File: src/rtl/wd_pkg.sv
package wd_pkg;
  typedef struct packed {
    logic load;      // capture a new command
    logic advance;   // consume the current chunk
    logic rollback;  // restart at the base over the mapped bytes
  } wdCtrlT;

  typedef enum logic {
    ST_IDLE = 1'b0,
    ST_RUN  = 1'b1
  } wdStateT;
endpackage

File: src/rtl/wd_msb.sv
module wd_msb #(
  parameter int W = 32
) (
  input  logic [W-1:0] vec,
  output logic [W-1:0] hi
);
  localparam logic [W-1:0] ONE = {{(W-1){1'b0}}, 1'b1};

  always_comb begin
    hi = '0;
    for (int i = 0; i < W; i++) begin
      if (vec[i]) hi = ONE << i;
    end
  end
endmodule

File: src/rtl/wd_align.sv
module wd_align #(
  parameter int AW           = 32,
  parameter int IO_MIN_LOG2  = 16,
  parameter int MEM_MIN_LOG2 = 20
) (
  input  logic          isIo,
  input  logic [AW-1:0] size,
  output logic [AW-1:0] align
);
  localparam logic [AW-1:0] ONE    = {{(AW-1){1'b0}}, 1'b1};
  localparam logic [AW-1:0] IO_MIN  = ONE << IO_MIN_LOG2;
  localparam logic [AW-1:0] MEM_MIN = ONE << MEM_MIN_LOG2;

  logic [AW-1:0] floorPow;
  logic [AW-1:0] minWin;

  wd_msb #(.W(AW)) floor_i (.vec(size), .hi(floorPow));

  always_comb begin
    minWin = isIo ? IO_MIN : MEM_MIN;
    align  = (floorPow > minWin) ? floorPow : minWin;
  end
endmodule

File: src/rtl/wd_datapath.sv
module wd_datapath
  import wd_pkg::*;
#(
  parameter int AW = 32
) (
  input  logic          clk,
  input  logic          rstN,
  input  wdCtrlT        ctrl,
  input  logic [AW-1:0] cmdBase,
  input  logic [AW-1:0] cmdSize,
  input  logic [AW-1:0] cmdRemap,
  input  logic          cmdNoRemap,
  output logic [AW-1:0] curBase,
  output logic [AW-1:0] chunk,
  output logic [AW-1:0] curRemap,
  output logic          noRemap,
  output logic          remZero
);
  logic [AW-1:0] startBase;
  logic [AW-1:0] remSize;
  logic [AW-1:0] mappedSize;

  wd_msb #(.W(AW)) chunk_i (.vec(remSize), .hi(chunk));

  assign remZero = (remSize == '0);

  always_ff @(posedge clk) begin
    if (!rstN) begin
      startBase  <= '0;
      curBase    <= '0;
      remSize    <= '0;
      mappedSize <= '0;
      curRemap   <= '0;
      noRemap    <= 1'b0;
    end else if (ctrl.load) begin
      startBase  <= cmdBase;
      curBase    <= cmdBase;
      remSize    <= cmdSize;
      mappedSize <= '0;
      curRemap   <= cmdRemap;
      noRemap    <= cmdNoRemap;
    end else if (ctrl.rollback) begin
      curBase    <= startBase;
      remSize    <= mappedSize;
      mappedSize <= '0;
    end else if (ctrl.advance) begin
      curBase    <= curBase + chunk;
      remSize    <= remSize - chunk;
      mappedSize <= mappedSize + chunk;
      if (!noRemap) curRemap <= curRemap + chunk;
    end
  end
endmodule

File: src/rtl/wd_control.sv
module wd_control
  import wd_pkg::*;
(
  input  logic   clk,
  input  logic   rstN,
  input  logic   cmdValid,
  input  logic   cmdRemove,
  input  logic   remZero,
  input  logic   reqReady,
  input  logic   reqOk,
  output logic   cmdReady,
  output logic   reqValid,
  output logic   reqAdd,
  output logic   doneValid,
  output logic   doneOk,
  output wdCtrlT ctrl
);
  wdStateT state;
  logic    isRemove;
  logic    rolling;
  logic    failed;
  logic    handshake;

  assign cmdReady  = (state == ST_IDLE);
  assign reqValid  = (state == ST_RUN) && !remZero;
  assign reqAdd    = !isRemove && !rolling;
  assign handshake = reqValid && reqReady;

  always_comb begin
    ctrl          = '0;
    ctrl.load     = cmdValid && cmdReady;
    ctrl.rollback = handshake && reqAdd && !reqOk;
    ctrl.advance  = handshake && !ctrl.rollback;
  end

  always_ff @(posedge clk) begin
    if (!rstN) begin
      state     <= ST_IDLE;
      isRemove  <= 1'b0;
      rolling   <= 1'b0;
      failed    <= 1'b0;
      doneValid <= 1'b0;
      doneOk    <= 1'b0;
    end else begin
      doneValid <= 1'b0;
      if (ctrl.load) begin
        state    <= ST_RUN;
        isRemove <= cmdRemove;
        rolling  <= 1'b0;
        failed   <= 1'b0;
      end else if (state == ST_RUN) begin
        if (ctrl.rollback) begin
          rolling <= 1'b1;
          failed  <= 1'b1;
        end else if (remZero) begin
          state     <= ST_IDLE;
          doneValid <= 1'b1;
          doneOk    <= !failed;
        end
      end
    end
  end
endmodule

File: src/rtl/window_decomposer.sv
module window_decomposer
  import wd_pkg::*;
#(
  parameter int AW           = 32,
  parameter int IO_MIN_LOG2  = 16,
  parameter int MEM_MIN_LOG2 = 20
) (
  input  logic          clk,
  input  logic          rstN,
  input  logic          cmdValid,
  output logic          cmdReady,
  input  logic          cmdRemove,
  input  logic [AW-1:0] cmdBase,
  input  logic [AW-1:0] cmdSize,
  input  logic [AW-1:0] cmdRemap,
  input  logic          cmdNoRemap,
  output logic          reqValid,
  input  logic          reqReady,
  output logic          reqAdd,
  output logic [AW-1:0] reqBase,
  output logic [AW-1:0] reqSize,
  output logic [AW-1:0] reqRemap,
  output logic          reqNoRemap,
  input  logic          reqOk,
  output logic          doneValid,
  output logic          doneOk,
  input  logic          alignIsIo,
  input  logic [AW-1:0] alignSize,
  output logic [AW-1:0] alignOut
);
  wdCtrlT ctrl;
  logic   remZero;

  wd_control ctl_i (
    .clk(clk), .rstN(rstN), .cmdValid(cmdValid), .cmdRemove(cmdRemove),
    .remZero(remZero), .reqReady(reqReady), .reqOk(reqOk),
    .cmdReady(cmdReady), .reqValid(reqValid), .reqAdd(reqAdd),
    .doneValid(doneValid), .doneOk(doneOk), .ctrl(ctrl)
  );

  wd_datapath #(.AW(AW)) dp_i (
    .clk(clk), .rstN(rstN), .ctrl(ctrl),
    .cmdBase(cmdBase), .cmdSize(cmdSize), .cmdRemap(cmdRemap),
    .cmdNoRemap(cmdNoRemap),
    .curBase(reqBase), .chunk(reqSize), .curRemap(reqRemap),
    .noRemap(reqNoRemap), .remZero(remZero)
  );

  wd_align #(.AW(AW), .IO_MIN_LOG2(IO_MIN_LOG2), .MEM_MIN_LOG2(MEM_MIN_LOG2)) align_i (
    .isIo(alignIsIo), .size(alignSize), .align(alignOut)
  );
endmodule

File: config.mk
export PLATFORM = sky130hd
export DESIGN_NAME = window_decomposer
export DESIGN_NICKNAME = d
export VERILOG_FILES = /design/src/rtl/wd_pkg.sv /design/src/rtl/wd_msb.sv /design/src/rtl/wd_align.sv /design/src/rtl/wd_datapath.sv /design/src/rtl/wd_control.sv /design/src/rtl/window_decomposer.sv
export SDC_FILE = /design/constraint.sdc
export NUM_CORES = 1
export LEC_CHECK = 0
export BUFFER_PORTS_ARGS = -buffer_cell sky130_fd_sc_hd__clkbuf_2
export CAP_MARGIN = 10
export CORE_UTILIZATION = 58
export DETAILED_ROUTE_END_ITERATION = 7
export HOLD_SLACK_MARGIN = 0.06
export PLACE_DENSITY = 0.95
export SYNTH_ARGS = -nofsm -noshare
export SYNTH_HDL_FRONTEND = slang
export SYNTH_HIERARCHICAL = 1
export SYNTH_SLANG_ARGS = --single-unit
File: constraint.sdc
create_clock -name clk -period 7.1 [get_ports clk]
set_input_delay 1.065 -clock clk [delete_from_list [all_inputs] [get_ports clk]]
set_output_delay 1.065 -clock clk [all_outputs]
set_load 0.03 [all_outputs]
======== Word level (Yosys, flattened, before mapping) ========
Cells that the tools add are included.
operators by class
  $lt $le $gt $ge ......................... 1
  equality and inequality tests ........... 2
  add/sub/neg operators ................... 4
  bitwise logic cells ..................... 4
  reductions and logical operators ........ 21
  multiplexer cells ....................... 81
operators with widths
  cell                                                                     count
  32-bit two-way mux                                                       73
  32-bit adder                                                             3
  32-bit greater-than comparator                                           1
  32-bit logical NOT                                                       1
  32-bit subtractor                                                        1
  21-bit two-way mux                                                       1
  1-bit logical AND                                                        7
  1-bit two-way mux                                                        7
  1-bit logical NOT                                                        5
  1-bit inverter                                                           4
  4-bit AND reduction                                                      1
  4-bit OR reduction                                                       1
  3-bit AND reduction                                                      1
  3-bit nonzero test                                                       1
  3-bit OR reduction                                                       1
  2-bit by 1-bit inequality test with 1-bit output, second input constant  1
  2-bit inequality test, second input constant                             1
  2-bit AND reduction                                                      1
  2-bit nonzero test                                                       1
  2-bit OR reduction                                                       1
word-level totals
  register bits ........................... 166
  output and inout bits ................... 134
  logic and storage cells ................. 124

======== Depth between registers and ports, before layout ========
Gate-level depths: netlist of run 1.
  depth in word-level cells ............... 37
  depth in mapped cells ................... 16
  mapped depth without buffers ............ 15

======== By module ========
The synthesis of run 1 kept the hierarchy.
modules (own cells, without submodules)
  module       area each (µm²)  instances  cells an instance
  wd_datapath  12943.7          1          1699
  wd_msb       439.2            2          77
  wd_align     306.5            1          51
  wd_control   217.7            1          23

======== Least setup slack after synthesis of run 1 ========
OpenSTA, ideal clock, no wires.
  path type ............................... register to register
  start ................................... reg dp_i.remSize[25]
  end ..................................... reg dp_i.curRemap[31]
  buffers on the path ..................... 0
  period minus slack after synthesis ...... 5.879 ns
  arrival ................................. 5.800 ns
  cell stages (with the launch flop) ...... 15
  slack ................................... 1.221 ns
  data required time ...................... 7.021 ns
  cells stage by stage .................... dfxtp_1 nor4_1 nand4_1 nor4_1 ha_1 a211oi_1 o21a_1 nor4_4 o21ai_2 o41a_1 a221o_1 or3_1 a31oi_1 xnor2_1 a211oi_2
between the ends
  cells in the longest elaborated chain, start to end .. 12
ends and longest elaborated chain
  item                             RTL line                 text
  from (decl)                      wd_datapath.sv:20        logic [AW-1:0] remSize;
  from (signal assigned)           wd_datapath.sv:38        remSize <= cmdSize;
  from (signal assigned)           wd_datapath.sv:44        remSize <= mappedSize;
  from (signal assigned)           wd_datapath.sv:48        remSize <= remSize - chunk;
  32-bit two-way mux (7 in a row)  wd_msb.sv:12             if (vec[i]) hi = ONE << i;
  named net reqSize[1]             window_decomposer.sv:21  output logic [AW-1:0] reqSize,
  32-bit adder                     wd_datapath.sv:50        if (!noRemap) curRemap <= curRemap + chunk;
  32-bit two-way mux               wd_datapath.sv:50
  32-bit two-way mux               wd_datapath.sv:46        end else if (ctrl.advance) begin
  32-bit two-way mux               wd_datapath.sv:42        end else if (ctrl.rollback) begin
  32-bit two-way mux               wd_datapath.sv:35        end else if (ctrl.load) begin
  to (signal assigned)             wd_datapath.sv:40        curRemap <= cmdRemap;
  to (signal assigned)             wd_datapath.sv:50
  to (decl)                        wd_datapath.sv:15        output logic [AW-1:0] curRemap,
The timed path passes the listed nets, and every way through them passes these cells. The select of a mux whose other input is x is not followed.
A chain may end at the register's enable or synchronous reset.

======== Worst setup path in the final report of run 1 ========
  start ................................... reg dp_i.remSize[25]
  end ..................................... reg dp_i.mappedSize[31]
between the ends
  cells in the longest elaborated chain, start to end .. 8
ends and longest elaborated chain
  item                                                                  RTL line                             text
  32-bit two-way mux or 32-bit logical NOT (tied branches)              wd_msb.sv:12, wd_datapath.sv:25
  32-bit two-way mux or 1-bit logical NOT (tied branches)               wd_msb.sv:12, wd_control.sv:25
  32-bit two-way mux or 1-bit logical AND (tied branches)               wd_msb.sv:12, wd_control.sv:25
  32-bit two-way mux or 1-bit logical AND (tied branches)               wd_msb.sv:12, wd_control.sv:27
  32-bit two-way mux or 1-bit logical AND (tied branches) (2 in a row)  wd_msb.sv:12, wd_control.sv:32
  32-bit two-way mux or 1-bit logical NOT (tied branches)               wd_msb.sv:12, wd_control.sv:33
  32-bit adder or 1-bit logical AND (tied branches)                     wd_datapath.sv:49, wd_control.sv:33
  to (signal assigned)                                                  wd_datapath.sv:49                    mappedSize <= mappedSize + chunk;
  to (decl)                                                             wd_datapath.sv:21                    logic [AW-1:0] mappedSize;
Several ways; a longest one is shown, not always the timed one.

==> results of run 1 <==
## logic make-up after synthesis
logic type / share of synthesized area [%]
buf+inv: 5.02
flops: 23.2
xor+xnor: 6.35
compound gates: 28.5
mux: 3.51
fa+ha+maj: 11.5
simple gates: 21.9
## power by group through the flow
stage | clock, uW | combinational [uW] | sequential, uW
floorplan | 0 | 860 | 1150
global placement | 0 | 1190 | 1110
detailed placement | 0 | 1230 | 1120
CTS | 1050 | 1250 | 1100
global route | 1090 | 1400 | 1110
finish | 1050 | 1300 | 1100
## cells in the mapped netlist, types with 5 or more instances
library cell  number
nand2b_1          18
ha_1             126
nor3_1            56
inv_1             88
mux2i_1           47
nand2_1          179
nand3b_1           6
clkbuf_1          81
and2_1            28
o211ai_1          31
o22ai_1           15
or3_1             20
o21a_1            24
a211o_1            5
o221ai_1          24
a31oi_1           21
nor4_1            40
and3_1            19
dfxtp_1          166
a311oi_1          10
nor3b_1            7
a221o_1            5
a21o_1            69
xor2_1            42
a21oi_1          223
nand3_1           29
o31ai_1           12
o21bai_1          13
a211oi_1          31
nand4_1           23
buf_1             14
xnor2_1           62
nor2b_1           20
o21ai_0          127
nor2_1           168
## worst max-delay path, delay by kind of cell (launching register included)
kind / cells / cell delay, ps
AO/OA/AOI/OAI: 7 / 2100
flip-flops: 1 / 390
AND/OR/NAND/NOR: 5 / 3030
adder cells (fa/ha/maj): 1 / 470
## stage by stage
step           power, uW  setup WS, ps
4_1_cts             3390          1100
3_5_place_dp        2350          1140
3_3_place_gp        2300          1440
6_report            3450          1000
5_1_grt             3590           846
2_1_floorplan       2010          1220
## flip-flops by register name (all words and copies together), names as in the netlist
name             flops
ctl_i/isRemove       1
dp_i/remSize        32
dp_i/curRemap       32
dp_i/mappedSize     32
dp_i/noRemap         1
ctl_i/doneOk         1
ctl_i/doneValid      1
ctl_i/state          1
dp_i/curBase        32
dp_i/startBase      32
ctl_i/failed         1
## layer usage
layer / wire [um] / GRT usage (%) / part of all wire (%) / vias up
li1: - / - / - / 7518
met1: 18200 / 44.9 / 37 / 7600
met2: 22400 / 62.0 / 45 / 1202
met3: 5980 / 8.21 / 12 / 315
met4: 3000 / 22.1 / 6.1 / 0
met5: 0 / 0 / 0 / -
## area by class of cell
class / count / area [sq um] / area share, %
Clock inverter: 11 / 195 / 1.18
Timing Repair Buffer: 296 / 1550 / 9.33
Sequential cell: 166 / 3320 / 20.0
Multi-Input combinational cell: 1572 / 10300 / 62.2
Inverter: 89 / 334 / 2.01
Clock buffer: 21 / 460 / 2.77
Tap cell: 324 / 405 / 2.44
## how the worst max path moves through the flow
stage | start | to | slack [ps] | cells past startpoint
finish | dp_i/remSize[25] | dp_i/mappedSize[31] | 1000 | 13
global route | dp_i/remSize[25] | dp_i/remSize[24] | 850 | 14
CTS | alignSize[31] | alignOut[16] | 1100 | 11
detailed placement | alignSize[31] | alignOut[16] | 1140 | 11
global placement | alignSize[31] | alignOut[16] | 1440 | 11
floorplan | dp_i/remSize[25] | dp_i/curRemap[31] | 1220 | 14
==> reports/qor.csv, run 1 <==
stage;metric;value;unit
synth;syn_nets;2193;
synth;Synth Instances;1927;
synth;EDFF count, synth;0;
worst_setup_path;Worst setup EP type;flop;
placement;# port buffers;269;
detailed_routing;Vias;16600;
layout;most frequent cells in the layout;clkbuf_2, a21oi_1, nand2_1;
clocking;Inserted Clock Buffers;17;
power;Sequential Power Share;32.0;%
sta;skew final;9.49;ps
layout;Antenna Diode Count;0;
layout;NumNets Final;2408;
worst_setup_path;reg-to-reg setup timing slack;1000;ps
worst_setup_path;Worst EP required;7440;ps
clocking;clock root buffer;clkbuf_16;
layout;share of cells above drive strength 1;16.5;%
global_routing;largest net degree at the start of global routing;102;
sta;final hold viol count;0;
worst_setup_path;R2R depth;13;
power;Clk pwr share;30.4;%
synth;ys flop type;dfxtp_1;
global_routing;antenna violations before repair;0;
power;Int Power;2130;uW
sta;RSZ-0062 raised after global routing;no;
placement;placed cell count;2446;
detailed_routing;post-route ant nets;0;
placement;gpl congestion;0.994;
worst_setup_path;CP max-delay cell;nor3_1;
hold_path;hold_sp;dp_i/startBase[25];
sta;Peak Freq;164;MHz
sta;fin crit period;6100;ps
run_status;outcome;finished clean;
clocking;Post-CTS Resized;0;
floorplanning;Die Area;0.0254;sq mm
clocking;CTS tree;built;
layout;# fillers;1786;
detailed_routing;final WL;49.5;mm
clocking;Clock Pin Slew Worst Setup and Hold Paths;70;ps
synth;top post-synthesis cells by area;dfxtp_1, ha_1, a21oi_1, nand2_1, o21ai_0;
synth;total of warnings raised by yosys;6;
power;power share of the combinational group;37.6;%
worst_setup_path;crit-path max FO;11;
layout;Final Instance Area;0.0166;sq mm
power;P_sw;1320;uW
floorplanning;Starting Density;59.0;%
synth;register bit total from synthesis;166;
sta;# setup viols final;0;
global_routing;vias in the first global route;15600;
worst_setup_path;Crit Path Class;reg2reg;
clocking;Clock Sink Count;166;
placement;Placed Area;0.0159;sq mm
synth;synthesized cell area;0.0143;sq mm
power;sw frac;38.1;%
hold_path;hold depth;2;
placement;HPWL after DPL;34.6;mm
worst_setup_path;Most common cell on crit path;a21oi_1;
hold_path;Tightest Hold Check Type;reg2reg;
detailed_routing;Vias/cell;6.71;
worst_setup_path;CP startpoint kind;flop;
synth;Post-synth ARST share;0;%
floorplanning;die height;159;um
synth;number of library cell types mapped by synthesis;81;
global_routing;first-pass GRT wire length;77.8;mm
sta;Final period util;85.9;%
sta;Slew headroom;15.6;%
global_routing;total congestion overflow;0;
layout;final core utilization;68.2;%
clocking;H-tree levels;4;
worst_setup_path;crit-path max cell delay;1160;ps
power;Max VDD drop;0.177;mV
detailed_routing;Remaining DRCs;0;
clocking;setup repair bufs after CTS;0;
floorplanning;row count;57;
floorplanning;core area;0.0243;sq mm
worst_setup_path;Arrival @ worst endpoint;6440;ps
clocking;CTS Hold Bufs;0;
detailed_routing;DR WL/cell;20.0;um
worst_setup_path;r2r endpoint;dp_i/mappedSize[31];
layout;area added between synthesis and finish;15.7;%
floorplanning;IO Count;270;
worst_setup_path;RR Startpoint;dp_i/remSize[25];
global_routing;GR Util All Layers;37.5;%
power;P_leak;0.00763;uW
hold_path;worst hold endpoint;dp_i/startBase[25];
synth;Synth top area share;23.2;%
synth;Syn Area/Cell;7.44;sq um
sta;final hold slack;469;ps
floorplanning;Die W;159;um
clocking;Max Buffers Root-to-Sink;2;
sta;Least-Margin Pin Slew;1260;ps
sta;max-slew violations;0;
power;total power per unit cell area;208;mW/mm^2
detailed_routing;drt pass-1 iters;7;
worst_setup_path;worst path cell trace;nor4_1 > nand4_1 > nor3_1 > ha_1 > a21oi_1 > nor2b_1 > o41ai_1 > o21a_1 > o31ai_1 > a211oi_1 > o21ai_0 > or3_1 > a21oi_1;
job;Max-Cap Viols;0;
layout;commonest non-fill, non-tap cell in the layout;clkbuf_2;
layout;Post-Layout Cell Count;2479;
synth;Seq/Total Area, Yosys;23.2;%
synth;cell taking the most area after synthesis;dfxtp_1;
detailed_routing;Iter 0 DRT Violations;2191;
sta;setup TNS;0;ps
clocking;worst skew pair latency;440;ps
(Power assumes the default switching activity.)
==> run 2, diff against run 1 <==
--- a/config.mk
+++ b/config.mk
@@ -10,7 +10,7 @@
 export CORE_UTILIZATION = 58
 export DETAILED_ROUTE_END_ITERATION = 7
 export HOLD_SLACK_MARGIN = 0.06
-export PLACE_DENSITY = 0.95
+export PLACE_DENSITY = 0.83
 export SYNTH_ARGS = -nofsm -noshare
 export SYNTH_HDL_FRONTEND = slang
 export SYNTH_HIERARCHICAL = 1
==> reports/qor.csv, run 2 (same netlist as run 1, synthesis figures left out) <==
stage;metric;value;unit
power;total power per unit cell area;207;mW/mm^2
clocking;Post-CTS Resized;0;
global_routing;total congestion overflow;0;
global_routing;met1 Use GR;45.4;%
global_routing;antenna violations before repair;1;
placement;# port buffers;269;
global_routing;M3 GR Usage;7.01;%
clocking;H-tree levels;4;
layout;most frequent cells in the layout;clkbuf_2, a21oi_1, nand2_1;
sta;# setup viols final;0;
sta;Final period util;83.6;%
clocking;CTS tree;built;
worst_setup_path;Worst EP required;7450;ps
sta;skew final;9.90;ps
floorplanning;die height;159;um
run_status;outcome;finished clean;
detailed_routing;Remaining DRCs;0;
layout;share of cells above drive strength 1;16.8;%
global_routing;largest net degree at the start of global routing;70;
global_routing;vias in the first global route;15000;
clocking;Inserted Clock Buffers;17;
clocking;Clock Sink Count;166;
sta;fin crit period;5940;ps
worst_setup_path;crit-path max FO;22;
worst_setup_path;WP buf/inv;1;
sta;max-slew violations;0;
global_routing;first-pass GRT wire length;75.0;mm
clocking;setup repair bufs after CTS;0;
placement;HPWL after DPL;34.2;mm
worst_setup_path;crit-path max cell delay;1020;ps
layout;commonest non-fill, non-tap cell in the layout;clkbuf_2;
worst_setup_path;CP startpoint kind;flop;
sta;RSZ-0062 raised after global routing;no;
hold_path;Tightest Hold Check Type;reg2reg;
placement;pre-CTS setup slack;1260;ps
floorplanning;IO Count;270;
global_routing;Global Route met2 Usage;59.8;%
layout;final core utilization;68.5;%
detailed_routing;Vias/cell;6.41;
power;Max VDD drop;0.185;mV
detailed_routing;final WL;46.6;mm
power;P_leak;0.00766;uW
sta;setup TNS;0;ps
detailed_routing;post-route ant nets;0;
worst_setup_path;CP max-delay cell;nor3_1;
layout;area added between synthesis and finish;16.1;%
clocking;clock root buffer;clkbuf_16;
clocking;worst skew pair latency;440;ps
layout;# fillers;1994;
floorplanning;Die W;159;um
sta;Slew headroom;20.1;%
floorplanning;row count;57;
global_routing;GR Util All Layers;36.2;%
floorplanning;core area;0.0243;sq mm
worst_setup_path;worst path cell trace;buf_4 > nor4_1 > nand4_1 > nor3_1 > ha_1 > a2111oi_0 > o21ai_0 > a31oi_1 > a311oi_1 > o21a_1 > a21oi_1 > o221ai_1 > mux2i_1 > a211oi_1;
worst_setup_path;Crit Path Class;reg2reg;
clocking;Clock Pin Slew Worst Setup and Hold Paths;70;ps
sta;Peak Freq;168;MHz
floorplanning;Die Area;0.0254;sq mm
layout;NumNets Final;2414;
worst_setup_path;Arrival @ worst endpoint;6290;ps
worst_setup_path;Worst setup EP type;flop;
worst_setup_path;Crit path max-delay family;compound AO/OA/AOI/OAI gates;
detailed_routing;Vias;15900;
sta;Least-Margin Pin Slew;1190;ps
sta;final worst setup slack;1160;ps
global_routing;busiest grt layer;met2;
job;Max-Cap Viols;0;
sta;final hold viol count;0;
clocking;Max Buffers Root-to-Sink;2;
detailed_routing;Iter 0 DRT Violations;1499;
detailed_routing;DR WL/cell;18.7;um
placement;gpl congestion;0.991;
clocking;CTS Hold Bufs;0;
detailed_routing;drt pass-1 iters;6;
floorplanning;Starting Density;59.0;%
[run 2: cell type report]
cell class	count	area (sq um)	share of cell area [%]
multi-input combinational	1572	10300	62.0
sequential	166	3320	19.9
timing repair buffer	302	1590	9.57
clock buffer	19	443	2.66
tap	324	405	2.43
inverter	89	335	2.01
clock inverter	12	225	1.35
antenna	1	2.50	0.0150
[run 2: where the power goes]
group | switching [uW] | internal, uW
clock | 406 | 668
sequential | 88.4 | 1010
combinational | 800 | 482
[run 2: path summary, 6_finish.rpt]
kind	end	slack, ps	cells after the start	start
hold / removal	dp_i/startBase[20]	470	2	dp_i/startBase[20]
setup / recovery	dp_i/curRemap[30]	1160	14	dp_i/remSize[31]
setup reg to reg	dp_i/curRemap[30]	1160	14	dp_i/remSize[31]
hold reg to reg	dp_i/startBase[20]	470	2	dp_i/startBase[20]
[run 2: per-layer routing]
layer	wire [um]	vias to the layer above
li1	-	7541
met1	18300	7367
met2	21200	890
met3	5200	141
met4	1830	0
met5	0	-
[run 2: worst min-delay path: cells and delay by family (launching register included)]
kind / cells / cell delay, ps
compound gates: 1 / 50
flops: 1 / 310
simple gates: 1 / 60
[run 2: stage by stage]
step	instance area (sq um)	total power (uW)	cells	hold WS, ps
after floorplan	14300	2010	1927	442
after global placement	16000	2320	2452	449
after detailed placement	16000	2350	2452	458
after CTS	16700	3420	2483	468
after global routing	16700	3610	2485	484
final	16700	3450	2485	468
==> run 3, diff against run 2 <==
--- a/config.mk
+++ b/config.mk
@@ -5,12 +5,13 @@
 export SDC_FILE = /design/constraint.sdc
 export NUM_CORES = 1
 export LEC_CHECK = 0
+export ABC_AREA = 1
 export BUFFER_PORTS_ARGS = -buffer_cell sky130_fd_sc_hd__clkbuf_2
 export CAP_MARGIN = 10
-export CORE_UTILIZATION = 58
+export CORE_UTILIZATION = 54
 export DETAILED_ROUTE_END_ITERATION = 7
 export HOLD_SLACK_MARGIN = 0.06
-export PLACE_DENSITY = 0.83
+export PLACE_DENSITY = 0.79
 export SYNTH_ARGS = -nofsm -noshare
 export SYNTH_HDL_FRONTEND = slang
 export SYNTH_HIERARCHICAL = 1
==> constraint.sdc (replaced) <==
create_clock -name clk -period 5 [get_ports clk]
set_input_delay 0.75 -clock clk [delete_from_list [all_inputs] [get_ports clk]]
set_output_delay 0.75 -clock clk [all_outputs]
set_load 0.03 [all_outputs]
==> reports/qor.csv, run 3 <==
stage;metric;value;unit
floorplanning;Die Area;0.0332;sq mm
synth;Synth Instances;3123;
clocking;worst skew pair latency;480;ps
worst_setup_path;Crit path max-delay family;simple AND/OR/NAND/NOR gates;
synth;register bit total from synthesis;166;
synth;total of warnings raised by yosys;6;
worst_setup_path;worst path cell trace;nor2_2 > nand2_2 > nor3_1 > inv_1 > ha_1 > nand2_1 > inv_1 > nand2_1 > nand2_1 > nand2_1 > nand2_1 > a21oi_1 > nand2_1 > nand2_1 > nand3_1 > nand2_1 > nand2_1 > a21oi_2;
clocking;Inserted Clock Buffers;17;
sta;setup TNS;0;ps
clocking;CTS Hold Bufs;0;
detailed_routing;Iter 0 DRT Violations;2122;
synth;Post-synth ARST share;0;%
floorplanning;die height;182;um
detailed_routing;Remaining DRCs;0;
detailed_routing;drt pass-1 iters;7;
worst_setup_path;Crit Path Class;reg2reg;
layout;most frequent cells in the layout;nand2_1, inv_1, nor2_1;
global_routing;antenna violations before repair;1;
synth;Seq/Total Area, Yosys;19.0;%
layout;NumNets Final;3621;
synth;Syn Area/Cell;5.61;sq um
hold_path;Tightest Hold Check Type;reg2reg;
sta;fin crit period;3720;ps
global_routing;vias in the first global route;19200;
placement;gpl congestion;1.06;
synth;top-count cell post-synth;nand2_1;
synth;Synth top area share;20.1;%
clocking;CTS tree;built;
floorplanning;Die W;182;um
synth;number of library cell types mapped by synthesis;46;
global_routing;GR Util All Layers;39.6;%
layout;area added between synthesis and finish;13.5;%
worst_setup_path;CP max-delay cell;nor3_1;
detailed_routing;Vias/cell;5.63;
worst_setup_path;WP buf/inv;2;
detailed_routing;DR WL/cell;17.5;um
clocking;Post-CTS Resized;0;
floorplanning;IO Count;270;
synth;top post-synthesis cells by area;nand2_1, dfxtp_1, inv_1, ha_1, nor2_1;
placement;pre-CTS setup slack;1410;ps
sta;# setup viols final;0;
worst_setup_path;CP startpoint kind;flop;
worst_setup_path;Worst EP required;5400;ps
layout;Final Instance Area;0.0199;sq mm
sta;RSZ-0062 raised after global routing;no;
worst_setup_path;crit-path max FO;11;
sta;final worst setup slack;1280;ps
job;Max-Cap Viols;0;
sta;Slew headroom;9.57;%
clocking;H-tree levels;4;
run_status;outcome;finished clean;
worst_setup_path;Arrival @ worst endpoint;4120;ps
sta;Peak Freq;269;MHz
global_routing;largest net degree at the start of global routing;87;
floorplanning;core area;0.0317;sq mm
clocking;setup repair bufs after CTS;0;
synth;ys flop type;dfxtp_1;
floorplanning;Starting Density;55.2;%
placement;# port buffers;269;
synth;top post-synthesis cells by count;nand2_1, inv_1, nor2_1, a21oi_1, nand3_1;
global_routing;first-pass GRT wire length;103;mm
power;total power per unit cell area;345;mW/mm^2
placement;HPWL after DPL;51.9;mm
sta;Least-Margin Pin Slew;1350;ps
detailed_routing;final WL;66.1;mm
detailed_routing;Vias;21200;
global_routing;total congestion overflow;0;
floorplanning;row count;65;
worst_setup_path;Most common cell on crit path;nand2_1;
detailed_routing;post-route ant nets;0;
sta;skew final;17.9;ps
clocking;Clock Pin Slew Worst Setup and Hold Paths;80;ps
synth;cell taking the most area after synthesis;nand2_1;
power;P_leak;0.0108;uW
clocking;clock root buffer;clkbuf_16;
layout;# fillers;3176;
sta;final hold viol count;0;
worst_setup_path;crit-path max cell delay;1040;ps
power;Max VDD drop;0.388;mV
layout;commonest non-fill, non-tap cell in the layout;nand2_1;
clocking;Clock Sink Count;166;
sta;max-slew violations;0;
sta;Final period util;74.4;%
clocking;Max Buffers Root-to-Sink;2;
synth;EDFF count, synth;0;
synth;synthesized cell area;0.0175;sq mm
worst_setup_path;Worst setup EP type;flop;
layout;share of cells above drive strength 1;13.8;%
synth;syn_nets;3389;
placement;Placed Area;0.0193;sq mm
-- run 3: cell count changes after synthesis, sizes merged, moves of 29 or more --
| cell | previous run | this run |
|---|---|---|
| nand2 | 179 | 980 |
| inv | 88 | 461 |
| nor2 | 168 | 458 |
| nand3 | 29 | 178 |
| a21oi | 223 | 309 |
| a21o | 69 | 12 |
| xnor2 | 62 | 10 |
| mux2i | 47 | 0 |
| o21ai | 129 | 167 |
| nor3 | 57 | 24 |
| a211oi | 32 | 0 |
| clkbuf | 83 | 53 |
| nor4 | 41 | 12 |
-- run 3: per-layer routing --
layer | vias up | global-route usage, % | wire (um)
met5 | - | 0 | 0
met4 | 0 | 25.3 | 4610
met3 | 225 | 6.79 | 6170
met2 | 1119 | 62.0 | 28300
met1 | 9538 | 50.6 | 26900
li1 | 10400 | - | -
-- run 3: layout make-up --
cell class / instances / area (sq um) / share of cell area [%]
Antenna cell: 1 / 2.50 / 0.0126
Multi-Input combinational cell: 2403 / 12100 / 60.8
Tap cell: 402 / 503 / 2.53
Timing Repair Buffer: 306 / 1620 / 8.17
Inverter: 461 / 1730 / 8.72
Sequential cell: 166 / 3320 / 16.7
Clock buffer: 17 / 425 / 2.14
Clock inverter: 15 / 175 / 0.881
-- run 3: cells by family after synthesis --
family | count (synthesis) | share of synthesized area (%)
AND/OR/NAND/NOR | 1685 | 40.5
adder cells (fa/ha/maj) | 130 | 9.46
XOR/XNOR | 53 | 2.65
flip-flops | 166 | 19.0
AO/OA/AOI/OAI | 535 | 16.3
buffers and inverters | 554 | 12.2
-- run 3: worst paths after layout --
check                           from  slack [ps]            endpoint  depth (start not counted)
setup / recovery    dp_i/remSize[31]        1280    dp_i/remSize[31]                         18
hold / removal    dp_i/startBase[30]         470  dp_i/startBase[30]                          2
setup reg to reg    dp_i/remSize[31]        1280    dp_i/remSize[31]                         18
hold reg to reg   dp_i/startBase[30]         470  dp_i/startBase[30]                          2
-- run 3: where the power goes --
part           internal [uW]  switching (uW)
combinational           1210            2600
sequential              1470             208
clock                    675             698
total                   3350            3510
-- run 3: through the flow --
stage	util, %	hold slack [ps]	total power, uW	cells
2_1_floorplan	-	428	4350	3123
3_3_place_gp	60.8	457	5310	3738
3_5_place_dp	60.8	462	5390	3738
4_1_cts	62.7	474	6780	3770
5_1_grt	62.7	487	7360	3770
6_report	62.7	473	6860	3771
-- run 3: worst reg2reg max path, stage by stage (launching register included) --
cell     delay (ps)
dfxtp_1         490
nor2_2          200
nand2_2         120
nor3_1         1040
inv_1           110
ha_1            420
nand2_1         150
inv_1            50
nand2_1          60
nand2_1          60
nand2_1          60
nand2_1          70
a21oi_1         310
nand2_1         100
nand2_1          80
nand3_1          60
nand2_1          80
nand2_1          70
a21oi_2         110
